### src/rtl/cfgs_pkg.sv
package cfgs_pkg;
  localparam int BYTE_W   = 8;
  localparam int BIT_CW   = 4;
  localparam int OVERHEAD = 3;  // address byte plus two ignored bytes

  typedef enum logic [1:0] {
    PH_IDLE = 2'd0,
    PH_BITS = 2'd1,
    PH_ACK  = 2'd2
  } phase_t;

  // write address test: 7-bit address match and direction bit low
  function automatic logic addr_accept(input logic [BYTE_W-1:0] b,
                                       input logic [6:0] dev);
    return (b[BYTE_W-1:1] == dev) && !b[0];
  endfunction

  // byte position holds a data byte
  function automatic logic is_data_pos(input int unsigned pos);
    return pos >= OVERHEAD;
  endfunction

  // register slot targeted by a byte position
  function automatic int unsigned slot_of(input int unsigned pos);
    return pos - OVERHEAD;
  endfunction
endpackage

### src/rtl/cfgs_sync.sv
module cfgs_sync #(
  parameter int STAGES = 2
) (
  input  logic clk,
  input  logic rst_n,
  input  logic scl_i,
  input  logic sda_i,
  output logic scl_s,
  output logic sda_s,
  output logic scl_rise,
  output logic scl_fall,
  output logic start_det,
  output logic stop_det
);
  localparam int LINES = 2;

  logic [LINES-1:0] raw;
  logic [LINES-1:0] synced;
  logic [LINES-1:0] prev;

  assign raw = {sda_i, scl_i};

  for (genvar g = 0; g < LINES; g++) begin : g_line
    logic [STAGES-1:0] chain;
    always_ff @(posedge clk or negedge rst_n) begin
      if (!rst_n) begin
        chain   <= '1;
        prev[g] <= 1'b1;
      end else begin
        chain   <= {chain[STAGES-2:0], raw[g]};
        prev[g] <= chain[STAGES-1];
      end
    end
    assign synced[g] = chain[STAGES-1];
  end

  assign scl_s     = synced[0];
  assign sda_s     = synced[1];
  assign scl_rise  = synced[0] & ~prev[0];
  assign scl_fall  = ~synced[0] & prev[0];
  assign start_det = synced[0] & prev[0] & prev[1] & ~synced[1];
  assign stop_det  = synced[0] & prev[0] & ~prev[1] & synced[1];
endmodule

### src/rtl/cfgs_frame.sv
module cfgs_frame
  import cfgs_pkg::*;
#(
  parameter logic [6:0] DEV_ADDR = 7'h69,
  parameter int NUM_REGS = 4,
  parameter int IDX_W = 3
) (
  input  logic             clk,
  input  logic             rst_n,
  input  logic             scl_s,
  input  logic             sda_s,
  input  logic             scl_rise,
  input  logic             scl_fall,
  input  logic             start_det,
  input  logic             stop_det,
  output logic             sda_pull,
  output logic             wr_en,
  output logic [IDX_W-1:0] wr_idx,
  output logic [BYTE_W-1:0] wr_data
);
  localparam int MAX_POS = NUM_REGS + OVERHEAD;

  phase_t            phase;
  logic [BIT_CW-1:0] bitcnt;
  logic [BYTE_W-1:0] shreg;
  logic [IDX_W-1:0]  byte_pos;
  logic              pull_q;
  logic              wr_en_q;
  logic [IDX_W-1:0]  wr_idx_q;
  logic [BYTE_W-1:0] wr_data_q;

  // named internal events
  logic byte_full;
  logic ack_decide;
  logic addr_hit;
  logic take_byte;
  logic data_pos;

  assign byte_full  = (bitcnt == BIT_CW'(BYTE_W));
  assign ack_decide = (phase == PH_BITS) && byte_full && scl_fall && !start_det && !stop_det;
  assign addr_hit   = addr_accept(shreg, DEV_ADDR);
  assign take_byte  = (byte_pos != '0) || addr_hit;
  assign data_pos   = is_data_pos(int'(byte_pos));

  always_ff @(posedge clk or negedge rst_n) begin
    if (!rst_n) begin
      phase    <= PH_IDLE;
      bitcnt   <= '0;
      shreg    <= '0;
      byte_pos <= '0;
      pull_q   <= 1'b0;
    end else if (start_det) begin
      phase    <= PH_BITS;
      bitcnt   <= '0;
      byte_pos <= '0;
      pull_q   <= 1'b0;
    end else if (stop_det) begin
      phase  <= PH_IDLE;
      pull_q <= 1'b0;
    end else begin
      unique case (phase)
        PH_BITS: begin
          if (scl_rise && !byte_full) begin
            shreg  <= {shreg[BYTE_W-2:0], sda_s};
            bitcnt <= bitcnt + 1'b1;
          end
          if (ack_decide) begin
            if (take_byte) begin
              phase  <= PH_ACK;
              pull_q <= 1'b1;
            end else begin
              phase <= PH_IDLE;
            end
          end
        end
        PH_ACK: begin
          if (scl_fall) begin
            pull_q <= 1'b0;
            phase  <= PH_BITS;
            bitcnt <= '0;
            if (byte_pos != IDX_W'(MAX_POS)) byte_pos <= byte_pos + 1'b1;
          end
        end
        default: ;
      endcase
    end
  end

  always_ff @(posedge clk or negedge rst_n) begin
    if (!rst_n) begin
      wr_en_q   <= 1'b0;
      wr_idx_q  <= '0;
      wr_data_q <= '0;
    end else begin
      wr_en_q <= ack_decide && data_pos;
      if (ack_decide && data_pos) begin
        wr_idx_q  <= IDX_W'(slot_of(int'(byte_pos)));
        wr_data_q <= shreg;
      end
    end
  end

  assign sda_pull = pull_q;
  assign wr_en    = wr_en_q;
  assign wr_idx   = wr_idx_q;
  assign wr_data  = wr_data_q;

  AST_ACK_IN_LOW:    assert property (@(posedge clk) disable iff (!rst_n) $rose(pull_q) |-> !scl_s);
  AST_BIT_LIMIT:     assert property (@(posedge clk) disable iff (!rst_n) bitcnt <= BIT_CW'(BYTE_W));
  AST_STOP_RELEASE:  assert property (@(posedge clk) disable iff (!rst_n) stop_det |=> !pull_q);
  AST_START_RESTART: assert property (@(posedge clk) disable iff (!rst_n) start_det |=> (!pull_q && bitcnt == '0 && byte_pos == '0));
  AST_READ_NACK:     assert property (@(posedge clk) disable iff (!rst_n) (ack_decide && byte_pos == '0 && shreg[0]) |=> !pull_q);
  AST_OVERHEAD_NOWR: assert property (@(posedge clk) disable iff (!rst_n) (ack_decide && (byte_pos == IDX_W'(1) || byte_pos == IDX_W'(2))) |=> !wr_en_q);
endmodule

### src/rtl/cfgs_regbank.sv
module cfgs_regbank
  import cfgs_pkg::*;
#(
  parameter int NUM_REGS = 4,
  parameter int IDX_W = 3,
  parameter logic [BYTE_W-1:0] RESET_VAL = '1
) (
  input  logic                       clk,
  input  logic                       rst_n,
  input  logic                       wr_en,
  input  logic [IDX_W-1:0]           wr_idx,
  input  logic [BYTE_W-1:0]          wr_data,
  output logic [NUM_REGS*BYTE_W-1:0] regs_flat
);
  logic [BYTE_W-1:0] regs_q [NUM_REGS];

  for (genvar i = 0; i < NUM_REGS; i++) begin : g_reg
    always_ff @(posedge clk or negedge rst_n) begin
      if (!rst_n)                               regs_q[i] <= RESET_VAL;
      else if (wr_en && wr_idx == IDX_W'(i))    regs_q[i] <= wr_data;
    end
    assign regs_flat[i*BYTE_W +: BYTE_W] = regs_q[i];
  end

  AST_WR_LANDS:   assert property (@(posedge clk) disable iff (!rst_n) (wr_en && wr_idx < IDX_W'(NUM_REGS)) |=> regs_q[$past(wr_idx)] == $past(wr_data));
  AST_SURPLUS:    assert property (@(posedge clk) disable iff (!rst_n) (wr_en && wr_idx >= IDX_W'(NUM_REGS)) |=> $stable(regs_flat));
  AST_IDLE_HOLD:  assert property (@(posedge clk) disable iff (!rst_n) !wr_en |=> $stable(regs_flat));
endmodule

### src/rtl/cfg_wr_slave.sv
module cfg_wr_slave
  import cfgs_pkg::*;
#(
  parameter logic [6:0] DEV_ADDR = 7'h69,
  parameter int NUM_REGS = 4,
  parameter int SYNC_STAGES = 2
) (
  input  logic                       clk,
  input  logic                       rst_n,
  input  logic                       scl_i,
  input  logic                       sda_i,
  output logic                       sda_pull_o,
  output logic [8*NUM_REGS-1:0]      regs_o
);
  localparam int IDX_W = $clog2(NUM_REGS + OVERHEAD + 1);

  logic scl_s, sda_s, scl_rise, scl_fall, start_det, stop_det;
  logic wr_en;
  logic [IDX_W-1:0]  wr_idx;
  logic [BYTE_W-1:0] wr_data;

  cfgs_sync #(.STAGES(SYNC_STAGES)) u_sync (
    .clk(clk), .rst_n(rst_n), .scl_i(scl_i), .sda_i(sda_i),
    .scl_s(scl_s), .sda_s(sda_s), .scl_rise(scl_rise), .scl_fall(scl_fall),
    .start_det(start_det), .stop_det(stop_det)
  );

  cfgs_frame #(.DEV_ADDR(DEV_ADDR), .NUM_REGS(NUM_REGS), .IDX_W(IDX_W)) u_frame (
    .clk(clk), .rst_n(rst_n), .scl_s(scl_s), .sda_s(sda_s),
    .scl_rise(scl_rise), .scl_fall(scl_fall), .start_det(start_det), .stop_det(stop_det),
    .sda_pull(sda_pull_o), .wr_en(wr_en), .wr_idx(wr_idx), .wr_data(wr_data)
  );

  cfgs_regbank #(.NUM_REGS(NUM_REGS), .IDX_W(IDX_W), .RESET_VAL(8'hFF)) u_regs (
    .clk(clk), .rst_n(rst_n), .wr_en(wr_en), .wr_idx(wr_idx), .wr_data(wr_data),
    .regs_flat(regs_o)
  );

  AST_RESET_RELEASE: assert property (@(posedge clk) $rose(rst_n) |-> !sda_pull_o);
endmodule

### config.mk
export PLATFORM = sky130hd
export DESIGN_NAME = cfg_wr_slave
export DESIGN_NICKNAME = d
export VERILOG_FILES = /design/src/rtl/cfgs_pkg.sv /design/src/rtl/cfgs_sync.sv /design/src/rtl/cfgs_frame.sv /design/src/rtl/cfgs_regbank.sv /design/src/rtl/cfg_wr_slave.sv
export SDC_FILE = /design/constraint.sdc
export NUM_CORES = 1
export LEC_CHECK = 0
export BUFFER_PORTS_ARGS = -buffer_cell sky130_fd_sc_hd__buf_4
export CORE_UTILIZATION = 60
export CTS_BUF_LIST = sky130_fd_sc_hd__clkbuf_4
export DETAILED_ROUTE_END_ITERATION = 8
export GPL_TIMING_DRIVEN = 1
export PLACE_DENSITY = 0.83
export SYNTH_ARGS = -nofsm -noshare
export SYNTH_HDL_FRONTEND = slang
export SYNTH_SLANG_ARGS = --single-unit
### constraint.sdc
create_clock -name clk -period 3.4 [get_ports clk]
set_input_delay 0.17 -clock clk [delete_from_list [all_inputs] [get_ports clk]]
set_output_delay 0.17 -clock clk [all_outputs]
set_load 0.02 [all_outputs]
==> out/results.tsv <==
metric	value	unit
yosys.area_share.simple	9.21	%
multi_input_area	1180	sq um
status	completed	
slew_violations	0	
port_buffers	36	
ys_types	46	
cts_sinks	68	
synth_area	2990	sq um
clock_latency	0.40	ns
async_flop_share	100	%
diodes	0	
fillers	348	
setup_viol	0	
synth_top_family_by_area	multiplexers	
holdWs	0.348	ns
ant_nets	0	
firstDrtPassIters	4	
hold_path_class	reg2reg	
yosys.cell_count.top_type	mux2_2	
gr-total-overflow	0	
synth.avg_cell_area	14.6	sq um
cts_max_level	3	
synthTopCellsByArea	dfstp_2 33%, dfrtp_1 25%, mux2_2 17%	
synth-main-ff-cell	dfstp_2	
synth_compound_area_share	5.65	%
ys_seq_elements	68	
cts-buffers-inserted	9	
nets	263	
clkTransAtPathRegs	0.11	ns
grt_usage	21.6	%
area.growth.synth_to_final	16.8	%
met2_usage	34.5	%
synth_edf_count	0	
cts_buffer_depth	2	
dp.final_hpwl	3.37	mm
vias_per_cell	5.42	
period_share	57.4	%
syn_inst	205	
antenna_found_initial	0	
gp_congestion	0.834	
post_drt_wl_per_cell	15.2	um
crit_type	reg2reg	
grt_pass1_wl	8.25	mm
cts_root_buf	clkbuf_4	
finalClockSkew	0.0146	ns
crit_path_end_kind	flop	
max-slew-margin-rel	24.9	%
synth_fa_ha_area_share	3.35	%
tightest_slew	1.11	ns
rsz0062_at_grt	false	
synth_top_cell_by_area	dfstp_2	
seq_area	1750	sq um
yosys_warnings	0	
netlist.area_leader.share	33.4	%
drc	0	
die_w	72.6	um
synth_commonest_cells	44 x mux2_2, 38 x dfstp_2, 30 x dfrtp_1	
grt_use_met3	6.94	%
drt-total-wl	4.90	mm
io_pins	37	
crit_fanout	8	
drive_above_1_share	59.8	%
synthMuxAreaShare	20.4	%
grt-busiest-layer	met2	
coreArea	4750	sq um
fmax	512	MHz
die_area	5270	sq um
cp.required	3.73	ns
critical_path.startpoint_type	flop	
hold_viol_final	0	
ys_seq_area_share	58.5	%
cts_tree	done	
p_leak	1.65	nW
cp.arrival	2.29	ns
drv_cap	0	
cts_resized	0	
postCtsSetupRepairBufs	0	
die_height	72.6	um
grt_max_degree	69	
vias	1750	
first_global_vias	1735	
drt_iter0_drc	77	
min_period	1.95	ns
tns	0	ns
ir_worst_vdd	0.000496	V
synth-xor-area-share	0.293	%
syn_nets	217	
p_per_area	577	nW/um^2
rows	25	
start_util	62.8	%
grtUsageMet1	27.0	%
-- layer usage --
| layer | wire length [um] | part of all wire (%) |
|---|---|---|
| met2 | 2450 | 50 |
| met5 | 0 | 0 |
| met4 | 89 | 1.8 |
| met1 | 2150 | 44 |
| met3 | 207 | 4.2 |
-- metrics by stage --
step / std cells / setup WS, ns / util [%] / total power [mW] / cell area (sq um)
after floorplan: 205 / 1.77 / - / 1.40 / 2990
after global placement: 304 / 1.46 / 70.0 / 1.51 / 3330
after detailed placement: 304 / 1.46 / 70.0 / 1.53 / 3330
after CTS: 323 / 1.43 / 73.4 / 2.04 / 3490
after global routing: 323 / 1.38 / 73.4 / 2.14 / 3490
final: 323 / 1.45 / 73.4 / 2.01 / 3490
-- cell families (layout without fill, tap and decap cells) --
family / count (synthesis) / after routing
XOR/XNOR: 1 / 1
buffers and inverters: 17 / 68
AO/OA/AOI/OAI: 25 / 25
adder cells (fa/ha/maj): 8 / 8
multiplexers: 52 / 52
flip-flops: 68 / 68
AND/OR/NAND/NOR: 34 / 34
-- power by group --
part / switching, mW / internal, mW / total, mW
Combinational: 0.263 / 0.239 / 0.501
Clock: 0.267 / 0.225 / 0.492
Sequential: 0.103 / 0.917 / 1.02
-- state kept, by name (all words and copies together), names as in the netlist, 2 cells and up --
name                 cells
u_regs.regs_flat        32
u_frame.shreg            8
u_frame.wr_data          8
u_frame.bitcnt           4
u_sync.g_line.chain      4
u_frame.byte_pos         3
u_frame.wr_idx           3
u_frame.phase            2
u_sync.prev              2
-- area by class of cell --
type / count / share of cell area (%)
clock buffers: 10 / 2.15
clock inverters: 6 / 1.58
inverters: 13 / 1.40
multi-input cells: 120 / 33.7
flip-flops and latches: 68 / 50.1
well taps: 67 / 2.40
repair buffers: 39 / 8.61
-- worst paths after layout --
kind                                        endpoint  cells after the start  slack (ns)                      start
min in group asynchronous          u_frame.wr_idx[1]                      2        0.42                      rst_n
setup / recovery                 u_regs.regs_flat[9]                      2        1.45          u_frame.wr_idx[1]
hold / removal             u_sync.g_line[1].chain[1]                      0        0.35  u_sync.g_line[1].chain[0]
max in group asynchronous        u_frame.byte_pos[2]                      2        2.47                      rst_n
hold reg to reg            u_sync.g_line[1].chain[1]                      0        0.35  u_sync.g_line[1].chain[0]
setup reg to reg                 u_regs.regs_flat[9]                      2        1.45          u_frame.wr_idx[1]
-- what timing repair did --
| action | 4_1_cts | 5_1_grt |
|---|---|---|
| endpoints found under the setup margin | 0 | 0 |
| hold buffers | 3 | 0 |
| hold endpoints to repair | 32 | 0 |
-- worst max-delay path, cell delays in order (launching register included) --
cell and delay [ns]:
dfrtp_1 0.48, nor4bb_2 0.99, mux2_2 0.42
-- layout by cell type, fill, tap and decap left out, drive strengths merged, types with 2 or more instances in the layout --
| cell type | instances |
|---|---|
| a211o | 2 |
| a21oi | 3 |
| a31oi | 2 |
| buf | 36 |
| clkbuf | 10 |
| clkinv | 4 |
| dfrtp | 30 |
| dfstp | 38 |
| dlygate4sd3 | 3 |
| ha | 8 |
| inv | 13 |
| mux2 | 51 |
| nand2 | 6 |
| nand2b | 2 |
| nand3 | 2 |
| nand3b | 3 |
| nand4bb | 2 |
| nor2 | 8 |
| nor3 | 2 |
| nor3b | 3 |
| nor4bb | 2 |
| o21ai | 9 |
Note: power is estimated with default switching activity, not from simulation.
